File: config.mk
export PLATFORM = sky130hd
export DESIGN_NAME = lsclk_sel
export DESIGN_NICKNAME = d
export VERILOG_FILES = /design/src/rtl/lsclk_pkg.sv /design/src/rtl/lsclk_regs.sv /design/src/rtl/lsclk_divider.sv /design/src/rtl/lsclk_handover.sv /design/src/rtl/lsclk_sel.sv
export SDC_FILE = /design/constraint.sdc
export NUM_CORES = 1
export LEC_CHECK = 0
export BUFFER_PORTS_ARGS = -buffer_cell sky130_fd_sc_hd__buf_2
export CORE_UTILIZATION = 45
export DETAILED_ROUTE_END_ITERATION = 8
export GPL_ROUTABILITY_DRIVEN = 0
export PLACE_DENSITY = 0.91
export SETUP_SLACK_MARGIN = 0.2
export SLEW_MARGIN = 40
export SYNTH_ARGS = -nofsm -noshare
export SYNTH_HDL_FRONTEND = slang
export SYNTH_HIERARCHICAL = 1
export SYNTH_SLANG_ARGS = --single-unit
export TNS_END_PERCENT = 100
File: constraint.sdc
create_clock -name clk_i -period 2.3 [get_ports clk_i]
set_input_delay 0.23 -clock clk_i [delete_from_list [all_inputs] [get_ports clk_i]]
set_output_delay 0.23 -clock clk_i [all_outputs]
set_load 0.03 [all_outputs]
File: src/rtl/lsclk_pkg.sv
package lsclk_pkg;
   localparam int unsigned BUS_W     = 32;
   localparam int unsigned CTRL_OFS  = 'h00;
   localparam int unsigned PSC_OFS   = 'h08;
   localparam int unsigned GATE_OFS  = 'h60;
   localparam logic [15:0] CTRL_KEY  = 16'h16AA;
   localparam int unsigned SEL_POS   = 0;
   localparam int unsigned EXTON_POS = 4;
   localparam int unsigned BYP_POS   = 15;

   typedef struct packed {
      logic bypass;
      logic ext_on;
      logic sel;
   } ctrl_t;

   function automatic logic [BUS_W-1:0] ctrl_word(ctrl_t c);
      logic [BUS_W-1:0] w;
      w            = '0;
      w[SEL_POS]   = c.sel;
      w[EXTON_POS] = c.ext_on;
      w[BYP_POS]   = c.bypass;
      return w;
   endfunction
endpackage

File: src/rtl/lsclk_regs.sv
module lsclk_regs
   import lsclk_pkg::*;
#(
   parameter int ADDR_W = 8,
   parameter int PSC_W  = 5
) (
   input  logic              clk_i,
   input  logic              rst_ni,
   input  logic              we_i,
   input  logic [ADDR_W-1:0] addr_i,
   input  logic [BUS_W-1:0]  wdata_i,
   output logic [BUS_W-1:0]  rdata_o,
   output ctrl_t             ctrl_o,
   output logic [PSC_W-1:0]  psc_o,
   output logic              gate_o
);
   logic hit_ctrl, hit_psc, hit_gate, key_ok;
   logic unused_wbits;

   assign hit_ctrl = (addr_i == ADDR_W'(CTRL_OFS));
   assign hit_psc  = (addr_i == ADDR_W'(PSC_OFS));
   assign hit_gate = (addr_i == ADDR_W'(GATE_OFS));
   assign key_ok   = (wdata_i[BUS_W-1 -: 16] == CTRL_KEY);
   assign unused_wbits = ^wdata_i;

   always_ff @(posedge clk_i or negedge rst_ni) begin
      if (!rst_ni) begin
         ctrl_o <= '0;
         psc_o  <= '0;
         gate_o <= 1'b0;
      end else if (we_i) begin
         if (hit_ctrl && key_ok) begin
            ctrl_o.sel    <= wdata_i[SEL_POS];
            ctrl_o.ext_on <= wdata_i[EXTON_POS];
            ctrl_o.bypass <= wdata_i[BYP_POS];
         end
         if (hit_psc)  psc_o  <= wdata_i[PSC_W-1:0];
         if (hit_gate) gate_o <= wdata_i[0];
      end
   end

   always_comb begin
      rdata_o = '0;
      if (hit_ctrl)      rdata_o = ctrl_word(ctrl_o);
      else if (hit_psc)  rdata_o[PSC_W-1:0] = psc_o;
      else if (hit_gate) rdata_o[0] = gate_o;
   end
endmodule

File: src/rtl/lsclk_divider.sv
module lsclk_divider #(
   parameter int PREDIV = 32,
   parameter int PSC_W  = 5
) (
   input  logic             clk_i,
   input  logic             rst_ni,
   input  logic             clr_i,
   input  logic             osc_en_i,
   input  logic [PSC_W-1:0] psc_i,
   output logic             tick_o
);
   logic             pre_pulse;
   logic [PSC_W-1:0] psc_q;
   logic             wrap;

   generate
      if (PREDIV > 1) begin : g_prediv
         localparam int PW = $clog2(PREDIV);
         logic [PW-1:0] pre_q;
         assign pre_pulse = osc_en_i && (pre_q == PW'(PREDIV - 1));
         always_ff @(posedge clk_i or negedge rst_ni) begin
            if (!rst_ni)       pre_q <= '0;
            else if (clr_i)    pre_q <= '0;
            else if (osc_en_i) pre_q <= pre_pulse ? '0 : pre_q + 1'b1;
         end
      end else begin : g_no_prediv
         assign pre_pulse = osc_en_i;
      end
   endgenerate

   // Compare with >= so that lowering the prescaler below the count wraps at once.
   assign wrap = pre_pulse && (psc_q >= psc_i);

   always_ff @(posedge clk_i or negedge rst_ni) begin
      if (!rst_ni)        psc_q <= '0;
      else if (clr_i)     psc_q <= '0;
      else if (pre_pulse) psc_q <= wrap ? '0 : psc_q + 1'b1;
   end

   assign tick_o = wrap;
endmodule

File: src/rtl/lsclk_handover.sv
module lsclk_handover #(
   parameter int STAGES = 2
) (
   input  logic clk_i,
   input  logic rst_ni,
   input  logic sel_req_i,
   input  logic int_tick_i,
   input  logic ext_tick_i,
   output logic tick_o,
   output logic busy_o,
   output logic active_o,
   output logic div_clr_o
);
   logic [STAGES-1:0] stage_q;

   always_ff @(posedge clk_i or negedge rst_ni) begin
      if (!rst_ni) stage_q <= '0;
      else         stage_q <= {stage_q[STAGES-2:0], sel_req_i};
   end

   assign active_o  = stage_q[STAGES-1];
   assign busy_o    = (stage_q != {STAGES{sel_req_i}});
   assign div_clr_o = busy_o | active_o;

   always_ff @(posedge clk_i or negedge rst_ni) begin
      if (!rst_ni) tick_o <= 1'b0;
      else         tick_o <= !busy_o && (active_o ? ext_tick_i : int_tick_i);
   end
endmodule

File: src/rtl/lsclk_sel.sv
module lsclk_sel
   import lsclk_pkg::*;
#(
   parameter int ADDR_W = 8,
   parameter int PREDIV = 32,
   parameter int PSC_W  = 5,
   parameter int STAGES = 2
) (
   input  logic              clk_i,
   input  logic              rst_ni,
   input  logic              bus_we_i,
   input  logic [ADDR_W-1:0] bus_addr_i,
   input  logic [31:0]       bus_wdata_i,
   output logic [31:0]       bus_rdata_o,
   input  logic              int_osc_en_i,
   input  logic              ext_osc_en_i,
   output logic              ext_osc_on_o,
   output logic              fallback_bypass_o,
   output logic              tick_o,
   output logic              clkout_en_o
);
   generate
      if (ADDR_W < 7)                 begin : g_bad_addr  $error("ADDR_W too small for register map"); end
      if (PSC_W < 1 || PSC_W > 16)    begin : g_bad_psc   $error("PSC_W out of range"); end
      if (PREDIV < 1)                 begin : g_bad_pre   $error("PREDIV must be at least 1"); end
      if (STAGES < 2)                 begin : g_bad_stage $error("STAGES must be at least 2"); end
   endgenerate

   ctrl_t            ctrl_q;
   logic [PSC_W-1:0] psc_q;
   logic             gate_q;
   logic             int_tick, div_clr, sel_busy, sel_active;

   lsclk_regs #(.ADDR_W(ADDR_W), .PSC_W(PSC_W)) regs_i (
      .clk_i   (clk_i),
      .rst_ni  (rst_ni),
      .we_i    (bus_we_i),
      .addr_i  (bus_addr_i),
      .wdata_i (bus_wdata_i),
      .rdata_o (bus_rdata_o),
      .ctrl_o  (ctrl_q),
      .psc_o   (psc_q),
      .gate_o  (gate_q)
   );

   lsclk_divider #(.PREDIV(PREDIV), .PSC_W(PSC_W)) div_i (
      .clk_i    (clk_i),
      .rst_ni   (rst_ni),
      .clr_i    (div_clr),
      .osc_en_i (int_osc_en_i),
      .psc_i    (psc_q),
      .tick_o   (int_tick)
   );

   lsclk_handover #(.STAGES(STAGES)) hand_i (
      .clk_i      (clk_i),
      .rst_ni     (rst_ni),
      .sel_req_i  (ctrl_q.sel),
      .int_tick_i (int_tick),
      .ext_tick_i (ext_osc_en_i),
      .tick_o     (tick_o),
      .busy_o     (sel_busy),
      .active_o   (sel_active),
      .div_clr_o  (div_clr)
   );

   assign ext_osc_on_o      = ctrl_q.ext_on;
   assign fallback_bypass_o = ctrl_q.bypass;
   assign clkout_en_o       = tick_o & gate_q;
endmodule

==> results of run 1 <==
==> critical path, stage by stage, from the launching register on <==
cell,delay (ns)
dfrtp_1,0.44
inv_1,0.06
ha_1,0.28
nand2b_1,0.15
a31oi_2,0.27
nor2_1,0.08
o21ba_1,0.18
a32o_1,0.20
==> cells in the final DEF (no fill, tap or decap), types with 3 or more instances in the layout <==
cell type,n
buf_2,44
conb_1,26
dfrtp_1,22
nand2_1,11
inv_1,9
a21oi_1,8
ha_1,8
nor2_1,7
mux2_2,7
o21ai_1,6
and2_1,5
clkbuf_4,3
nand2b_1,3
nor3_1,3
nand3b_1,3
nand3_1,3
nor4_4,3
==> registers in the layout (all words and copies together) (netlist names) <==
register and flops:
div_i/g_prediv.pre_q 5, div_i/psc_q 5, regs_i/psc_o 5, regs_i/ctrl_o 3, hand_i/stage_q 2, hand_i/tick_o 1, regs_i/gate_o 1
==> through the flow <==
stage               power [mW]  utilization (%)  instance area, µm²  setup slack (ns)
floorplan                0.707                -                1620             0.668
finish                    1.04             56.0                1750             0.536
detailed placement       0.747             54.0                1690             0.543
global placement         0.735             54.0                1690             0.570
CTS                       1.05             56.0                1750             0.530
global route              1.11             56.0                1750             0.387
==> worst min path at each step <==
stage | depth (start not counted) | slack (ns) | from | to
floorplan | 0 | -0.07 | rst_ni | div_i/g_prediv.pre_q[0]
global placement | 1 | 0.21 | rst_ni | div_i/g_prediv.pre_q[1]
detailed placement | 1 | 0.23 | rst_ni | div_i/g_prediv.pre_q[1]
CTS | 2 | 0.11 | bus_wdata_i[15] | regs_i/ctrl_o[2]
global route | 2 | 0.12 | bus_wdata_i[3] | regs_i/psc_o[3]
finish | 2 | 0.12 | bus_wdata_i[15] | regs_i/ctrl_o[2]
==> routing by layer <==
layer  vias up  part of all wire [%]  wire, µm
li1        577                     -         -
met1       524                    44      1220
met2        38                    49      1360
met3         6                   3.6       100
met4         0                   2.8        76
met5         -                     0         0
==> power by group <==
part	internal (mW)	total [mW]	switching (mW)
clock network	0.176	0.300	0.124
registers	0.434	0.476	0.0424
logic	0.109	0.267	0.158
==> final cells by class <==
cell class              count  area [µm²]  share of cell area (%)
well taps                  44        55.1                    3.14
clock inverters             1        30.0                    1.71
inverters                   9        33.8                    1.93
multi-input cells         121         830                    47.4
flip-flops and latches     22         551                    31.4
clock buffers               3        22.5                    1.29
repair buffers             45         230                    13.1
==> timing repair <==
| item | CTS | global route |
|---|---|---|
| hold endpoints to repair | 22 | 0 |
| hold buffers | 1 | 0 |
| setup buffers | 0 | 0 |
==> metrics.txt, run 1 <==
run status finished, final reports clean; Antenna Nets Post-Route 0; Die ar. 3620 µm²; largest net degree at the start of global routing 23; DRT Pass-1 Iters 4; Starting Density 48.7%; static leakage around 0.94 nW; CP Launch Type flop; fmax 0.567 GHz; Final Cycle Share about 77%; VDD IR max between 0.0002 and 0.0003 V; met1 Use GR 20.2%; vias ~1100; Final Setup Violations 0; Ports 81; Post-Route WL 2760 µm; clk sink count 22; worst hold margin ~0.12 ns; chip width 60.2 µm; met3 usage under 10%; Critical Path Sink Type flop; worst r2r src div_i/psc_q[0]; Area Overhead vs Synth 14.9%; Min-Delay Path Class in -> reg; placed cells 240; Core Area approximately 3100 µm²; vias in the first global route 1051; CP Capture Point hand_i/tick_o; Worst Path Arrival between 1.5 and 2 ns; Clock Skew between 0.01 and 0.015 ns; min Tclk post-route 1.76 ns; Crit path required time 2.51 ns; Die Ht 60.2 µm; RSZ-0062 raised after global routing false; global routing's busiest layer met2; later-pin clock latency in the skew report 0.32 ns; H-Tree Depth 1; worst r2r dst hand_i/tick_o; Power per Cell Area slightly below 600 nW/µm²; DRC 0; DR iter-0 viols 21; critical path type reg -> reg; DR WL/cell about 11 µm; Vias/cell 4.67; Post-DP HPWL 2200 µm; mapped cell area approximately 1500 µm²; final net count approximately 260; max-cap check violation count 0; clk buf depth 2; Max Transition Viols Final 0; Synth Area per Inst 9.83 µm²; met2 global-route usage between 20% and 30%; Site Rows 20; first-pass GRT wire length 4450 µm; final cell count without fillers roughly 250; layout cells sized above 1 between 30% and 40%; number of CTS-inserted buffers 3; CTS resizes 0; setup slack, reg-to-reg roughly 0.54 ns; grt ovf 0; R2R depth 7; Worst Path Max Fanout 5; Final Hold Viols 0; Inserted Diodes 0; PortBufs 44; Total GRT Usage 16.5%; CTS tree done; Post-Syn Instances approximately 160; Root Driver clkbuf_4; Setup TNS Final 0 ns; CP Launch Point div_i/psc_q[0]; Ys Warns 6; # fillers between 200 and 300; CTS clk-pin slew, worst paths approximately 0.13 ns; initial antenna violation count 0
(Power assumes the default switching activity.)
==> run 2, diff against run 1 <==
ABC_AREA = 1   (was default)
CORE_UTILIZATION = 42   (was 45)
PLACE_DENSITY = 0.88   (was 0.91)
clock period = 1.5 ns   (was 2.3 ns; I/O delays follow)
==> run 2 against run 1 <==
  * The flow now finishes with violations (setup timing)
  * First-iteration DRC count up 57%
  * Combinational power grew 100%
  * Register-to-register slack lost 0.56 ns
  * Global-route usage increased by 1.0 points
  * Clock-buffer cell count increased by 1
  * Non-clock buffer count increased by 24
  * Core utilization rose by 5.6 points
  * Synthesized cell count increased by 52%
  * Sequential share of layout area down 7.4 points
  * Synthesized area increased by 9.1%
  * Critical path type is now reg -> out
  * Critical endpoint is now bus_rdata_o[4]
==> metrics.txt, run 2 <==
run status complete, but fails checks; failing checks setup timing; clk buf depth 2; fmax 0.647 GHz; RSZ-0062 raised after global routing true; later-pin clock latency in the skew report roughly 0.27 ns; worst hold margin approximately 0.14 ns; Post-Syn Instances 235; chip width 64.9 µm; worst r2r dst hand_i/tick_o; hold_sp bus_wdata_i[3]; utilization after layout between 60 and 70%; # fillers 310; hold endpoint regs_i/psc_o[3]; Post-DP HPWL 2590 µm; Post-Route WL between 4000 and 5000 µm; Worst Path Max Fanout 2; storage element area 551 µm²; post-synthesis adder-cell area fraction between 6 and 7%; Antenna Nets Post-Route 0; static leakage 1.37 nW; Site Rows 22; Max Transition Viols Final 0; Synth Area per Inst 7.08 µm²; flops & latches, synth 22; min Tclk post-route around 1.5 ns; number of CTS-inserted buffers 3; mapped cell area 1660 µm²; vias in the first global route ~1400; PortBufs 44; worst hold path cell count 3; Vias/cell about 4.6; H-Tree Depth 1; Clock Skew 0.00432 ns; most common cell in the netlist nand2_1; top post-synthesis cells by count nand2_1, inv_1, nor2_1, buf_4, dfrtp_1; Worst Path Arrival approximately 1.4 ns; Final WS setup -0.0456 ns; DP Worst Slack -0.0103 ns; Critical Path Sink Type output port; DR WL/cell roughly 11 µm; clk sink count 22; Total GRT Usage ~18%; most frequent cells in the layout nand2_1, buf_2, inv_1; slowest stage delay, CP just over 0.4 ns; Ys Warns 6; Synth top area share 33.1%; Final Cycle Share 103%; most common cell after layout, fill and taps aside nand2_1; XOR/XNOR Fraction of Synth Area 1.05%; post-synthesis compound-gate area fraction ~5.3%; worst r2r src div_i/psc_q[4]; critical path type reg -> out; Largest delay share family, worst path buffers and inverters; Min-Delay Path Class in -> reg; largest registers div_i/g_prediv.pre_q (5), div_i/psc_q (5), regs_i/psc_o (5); Ports a little over 80; Root Driver clkbuf_8; grt ovf 0; DRC 0; Die Ht roughly 65 µm; Synth async-reset ratio 100%; vias between 1500 and 2000; Area Overhead vs Synth 37.8%; Setup TNS Final -0.0670 ns; layout cells sized above 1 between 40% and 50%; mux share of post-synthesis cell area 0%; crit path max-delay cell type dfrtp_1; Inserted Diodes 0; DRT Pass-1 Iters 4; Final Setup Violations 2; Buf/Inv on CP 4; number of synthesized flops with an enable pin 0; placed cells between 300 and 400; first-pass GRT wire length between 5000 and 6000 µm; Final Hold Viols 0; final net count approximately 360; register area share after synthesis approximately 33%; most common flop cell mapped by yosys dfrtp_1; Starting Density 44.7%; CTS tree done; Yosys cell types 24; setup slack, reg-to-reg -0.02 ns; VDD IR max ~0.00037 V; CTS clk-pin slew, worst paths about 0.08 ns; Die ar. roughly 4200 µm²; R2R depth 11; largest net degree at the start of global routing 23; DR iter-0 viols 33; final cell count without fillers between 300 and 400; CP Launch Type flop; Crit path required time ~1.4 ns; max-cap check violation count 0; Synth Area in Simple Gates 33.0%; initial antenna violation count 0; top cells by area, synth dfrtp_1, nand2_1, buf_4, inv_1, nor2_1; Power per Cell Area 747 nW/µm²; worst path cell trace buf_4 > buf_6 > buf_4 > a22o_4 > buf_6; multi-input logic area a little over 1000 µm²; leading area contributor after synthesis dfrtp_1; Core Area ~3700 µm²; largest family of logic cells by synthesized area simple AND/OR/NAND/NOR gates
run 2: power breakdown:
part	internal, mW	total [mW]	leakage (nW)	switching [mW]
logic	0.213	0.547	1.06	0.334
clock network	0.234	0.431	0.0288	0.197
registers	0.671	0.734	0.280	0.0624
run 2: cell type report:
cell class | instances | share of cell area (%)
Multi-Input combinational cell | 170 | 45.2
Sequential cell | 22 | 24.0
Timing Repair Buffer | 69 | 18.5
Inverter | 42 | 7.21
Tap cell | 48 | 2.62
Clock buffer | 4 | 2.40
run 2: kinds of logic after synthesis:
kind of cell | after synthesis
buffers and inverters | 68
other | 1
DFF | 22
xor gates and xnor gates | 2
adders and majority gates | 8
AOI/OAI and AO/OA | 16
and+or+nand+nor | 118
run 2: worst max path at each step:
stage / start / to / slack, ns / cells after the start
after CTS: div_i/psc_q[4] / hand_i/tick_o / -0.003 / 11
after global placement: regs_i/psc_o[4] / hand_i/tick_o / -0.004 / 12
after floorplan: regs_i/psc_o[4] / hand_i/tick_o / 0.06 / 12
after global routing: div_i/g_prediv.pre_q[1] / hand_i/tick_o / -0.14 / 12
after detailed placement: regs_i/psc_o[4] / hand_i/tick_o / -0.01 / 12
final: regs_i/psc_o[4] / bus_rdata_o[4] / -0.05 / 5
run 2: metrics by stage:
stage | power [mW] | cell area [µm²]
after floorplan | 1.07 | 1790
after global placement | 1.15 | 1930
after detailed placement | 1.18 | 1930
after CTS | 1.61 | 2080
after global routing | 1.81 | 2290
final | 1.71 | 2290
run 2: worst reg2reg max path, stage by stage (launching register included):
cell     delay [ns]
dfrtp_1        0.43
ha_4           0.30
nand2_4        0.07
nor2_4         0.10
nand3_2        0.10
nand2_2        0.07
nand2_2        0.07
inv_2          0.06
inv_2          0.03
nor2_2         0.09
nor2_2         0.05
nor2_2         0.09
run 2: layer usage:
layer  GRT usage [%]  wire length (µm)
met3            1.76               136
met2            33.9              2150
met1            19.5              1630
met4            6.39               114
met5               0                 0
run 2: repair_timing:
item	in CTS	in global routing
pin swaps	6	19
endpoints found under the hold margin	22	0
gates cloned	0	0
endpoints found under the setup margin	11	15
gates resized for setup	15	38
buffers inserted	4	12
hold buffers	1	0
==> run 3, diff against run 2 <==
PLACE_DENSITY = 0.81   (was 0.88)
==> run 3 against run 2 <==
  * The run still ends with setup timing left
  * Fmax is 1.8% lower
  * Worst hold slack worse by 0.0045 ns
  * Final cell count is 1.7% higher
  * Global-route usage grew 0.55 points
  * Via count down 0.80%
  * Wire length fell by 4.3%
  * Total power grew 14%
  * Non-clock buffer count grew 6
  * Highest routed layer unchanged
  * Clock skew down 0.0023 ns
  * Final area is 3.2% higher
  * Critical path depth up 5
==> metrics.txt, run 3 (same netlist as run 2, synthesis figures left out) <==
DRC 0; multi-input logic area 1010 µm²; first-pass GRT wire length between 6000 and 7000 µm; # fillers between 300 and 400; Post-DP HPWL between 2000 and 2500 µm; storage element area 551 µm²; Flop pwr share around 37%; Vias/cell 4.45; VDD IR max 0.000379 V; largest net degree at the start of global routing 23; worst relative slew slack roughly 66%; Min-Delay Path Class in -> reg; vias in the first global route around 1500; RSZ-0062 raised after global routing true; most frequent cells in the layout nand2_1, buf_2, inv_1; later-pin clock latency in the skew report 0.26 ns; Worst Path Arrival 1.77 ns; Core Area ~3700 µm²; Die Ht roughly 65 µm; largest registers div_i/g_prediv.pre_q (5), div_i/psc_q (5), regs_i/psc_o (5); Clk pwr share 27.8%; H-Tree Depth 1; Comb power frac between 30% and 40%; Area Overhead vs Synth 42.1%; Crit path required time around 1.7 ns; most common cell after layout, fill and taps aside nand2_1; final net count roughly 370; Final Setup Violations 9; Least-Margin Pin Slew 0.503 ns; Clock Skew 0.00206 ns; Total GRT Usage between 10% and 20%; min Tclk post-route 1.57 ns; fmax 0.635 GHz; Critical Path Sink Type flop; Final WS setup -0.0737 ns; vias approximately 1600; initial antenna violation count 0; DRT Pass-1 Iters 4; layout cells sized above 1 42.8%; CTS clk-pin slew, worst paths ~0.08 ns; Int Power 1.34 mW; final cell count without fillers between 300 and 400; clk buf depth 2; DR WL/cell between 10 and 15 µm; switching power slightly above 600 µW; Ports 81; chip width between 60 and 70 µm; CP Launch Type flop; Worst Path Max Fanout 3; Max Transition Viols Final 0; utilization after layout roughly 64%; run status complete, but fails checks; Power per Cell Area 829 nW/µm²; Final Hold Viols 0; max-cap check violation count 0; Sw Ratio approximately a third; Antenna Nets Post-Route 0; clk sink count 22; Final Cycle Share 105%; Inserted Diodes 0; failing checks setup timing; static leakage roughly 1.4 nW; CTS tree done; Post-Route WL about 3900 µm; Die ar. around 4200 µm²; critical path type reg -> reg; DR iter-0 viols 46; placed cells about 340; Root Driver clkbuf_8; grt ovf 0; number of CTS-inserted buffers 3; Starting Density 44.7%; PortBufs 44; Site Rows 22
## run 3: cell types whose count changed in the layout (fill, tap and decap cells not counted), moves of 2 or more
cell / before / now
buf_6: 3 / 9
nand2_1: 45 / 48
nand2_2: 14 / 12
nand2_4: 5 / 3
nor2_1: 19 / 21
nor2_4: 5 / 3
## run 3: through the flow
| step | power, mW | instance area, µm² | setup TNS, ns | worst slack [ns] | hold WS [ns] |
|---|---|---|---|---|---|
| 5_1_grt | 2.07 | 2360 | -1.40 | -0.206 | 0.139 |
| 6_report | 1.96 | 2360 | -0.356 | -0.0737 | 0.133 |
| 4_1_cts | 1.86 | 2170 | 0 | 0.00369 | 0.131 |
| 3_3_place_gp | 1.16 | 1940 | -0.00388 | -0.00388 | 0.141 |
| 2_1_floorplan | 1.07 | 1790 | 0 | 0.0614 | -0.146 |
| 3_5_place_dp | 1.18 | 1940 | -0.0186 | -0.0186 | 0.144 |
## run 3: power groups by stage
stage	clock, mW	sequential, mW	combinational [mW]
6_report	0.544	0.728	0.686
3_5_place_dp	0	0.734	0.442
2_1_floorplan	0	0.735	0.334
3_3_place_gp	0	0.731	0.425
5_1_grt	0.583	0.739	0.743
4_1_cts	0.556	0.725	0.574
## run 3: layout make-up
class                           instances  area share, %
Inverter                               42           6.99
Multi-Input combinational cell        170           42.8
Timing Repair Buffer                   75           21.3
Tap cell                               48           2.54
Sequential cell                        22           23.3
Clock inverter                          1           1.27
Clock buffer                            3           1.75
## run 3: final timing paths
path	startpoint	to	slack [ns]	depth (start not counted)
hold / removal	bus_wdata_i[15]	regs_i/ctrl_o[2]	0.13	3
setup reg to reg	div_i/g_prediv.pre_q[1]	div_i/psc_q[3]	-0.07	10
min in group asynchronous	rst_ni	div_i/g_prediv.pre_q[3]	0.39	2
max in group asynchronous	rst_ni	regs_i/psc_o[0]	0.77	2
hold reg to reg	hand_i/stage_q[0]	hand_i/stage_q[1]	0.43	0
setup / recovery	div_i/g_prediv.pre_q[1]	div_i/psc_q[3]	-0.07	10
## run 3: layer usage
metal / part of all wire [%] / global-route usage [%] / wire (µm) / vias up
met3: 3.6 / 1.58 / 139 / 4
met4: 1.3 / 5.00 / 50 / 0
met2: 51 / 34.9 / 1980 / 49
li1: - / - / - / 821
met5: 0 / 0 / 0 / -
met1: 44 / 20.8 / 1690 / 733
## run 3: worst max-delay path, stage by stage, from the launching register on
cell     delay [ns]
dfrtp_1        0.37
ha_2           0.20
nand2_2        0.06
nor2_2         0.13
ha_2           0.20
nand2_4        0.08
nor2_4         0.13
inv_2          0.06
nor2_2         0.11
nand2_1        0.08
nand2_1        0.09
## run 3: what timing repair did
item | in CTS | in global routing
pin swaps | 11 | 16
endpoints found under the hold margin | 22 | 0
hold buffers | 1 | 0
gates resized for setup | 24 | 27
endpoints found under the setup margin | 11 | 12
buffers inserted | 10 | 11
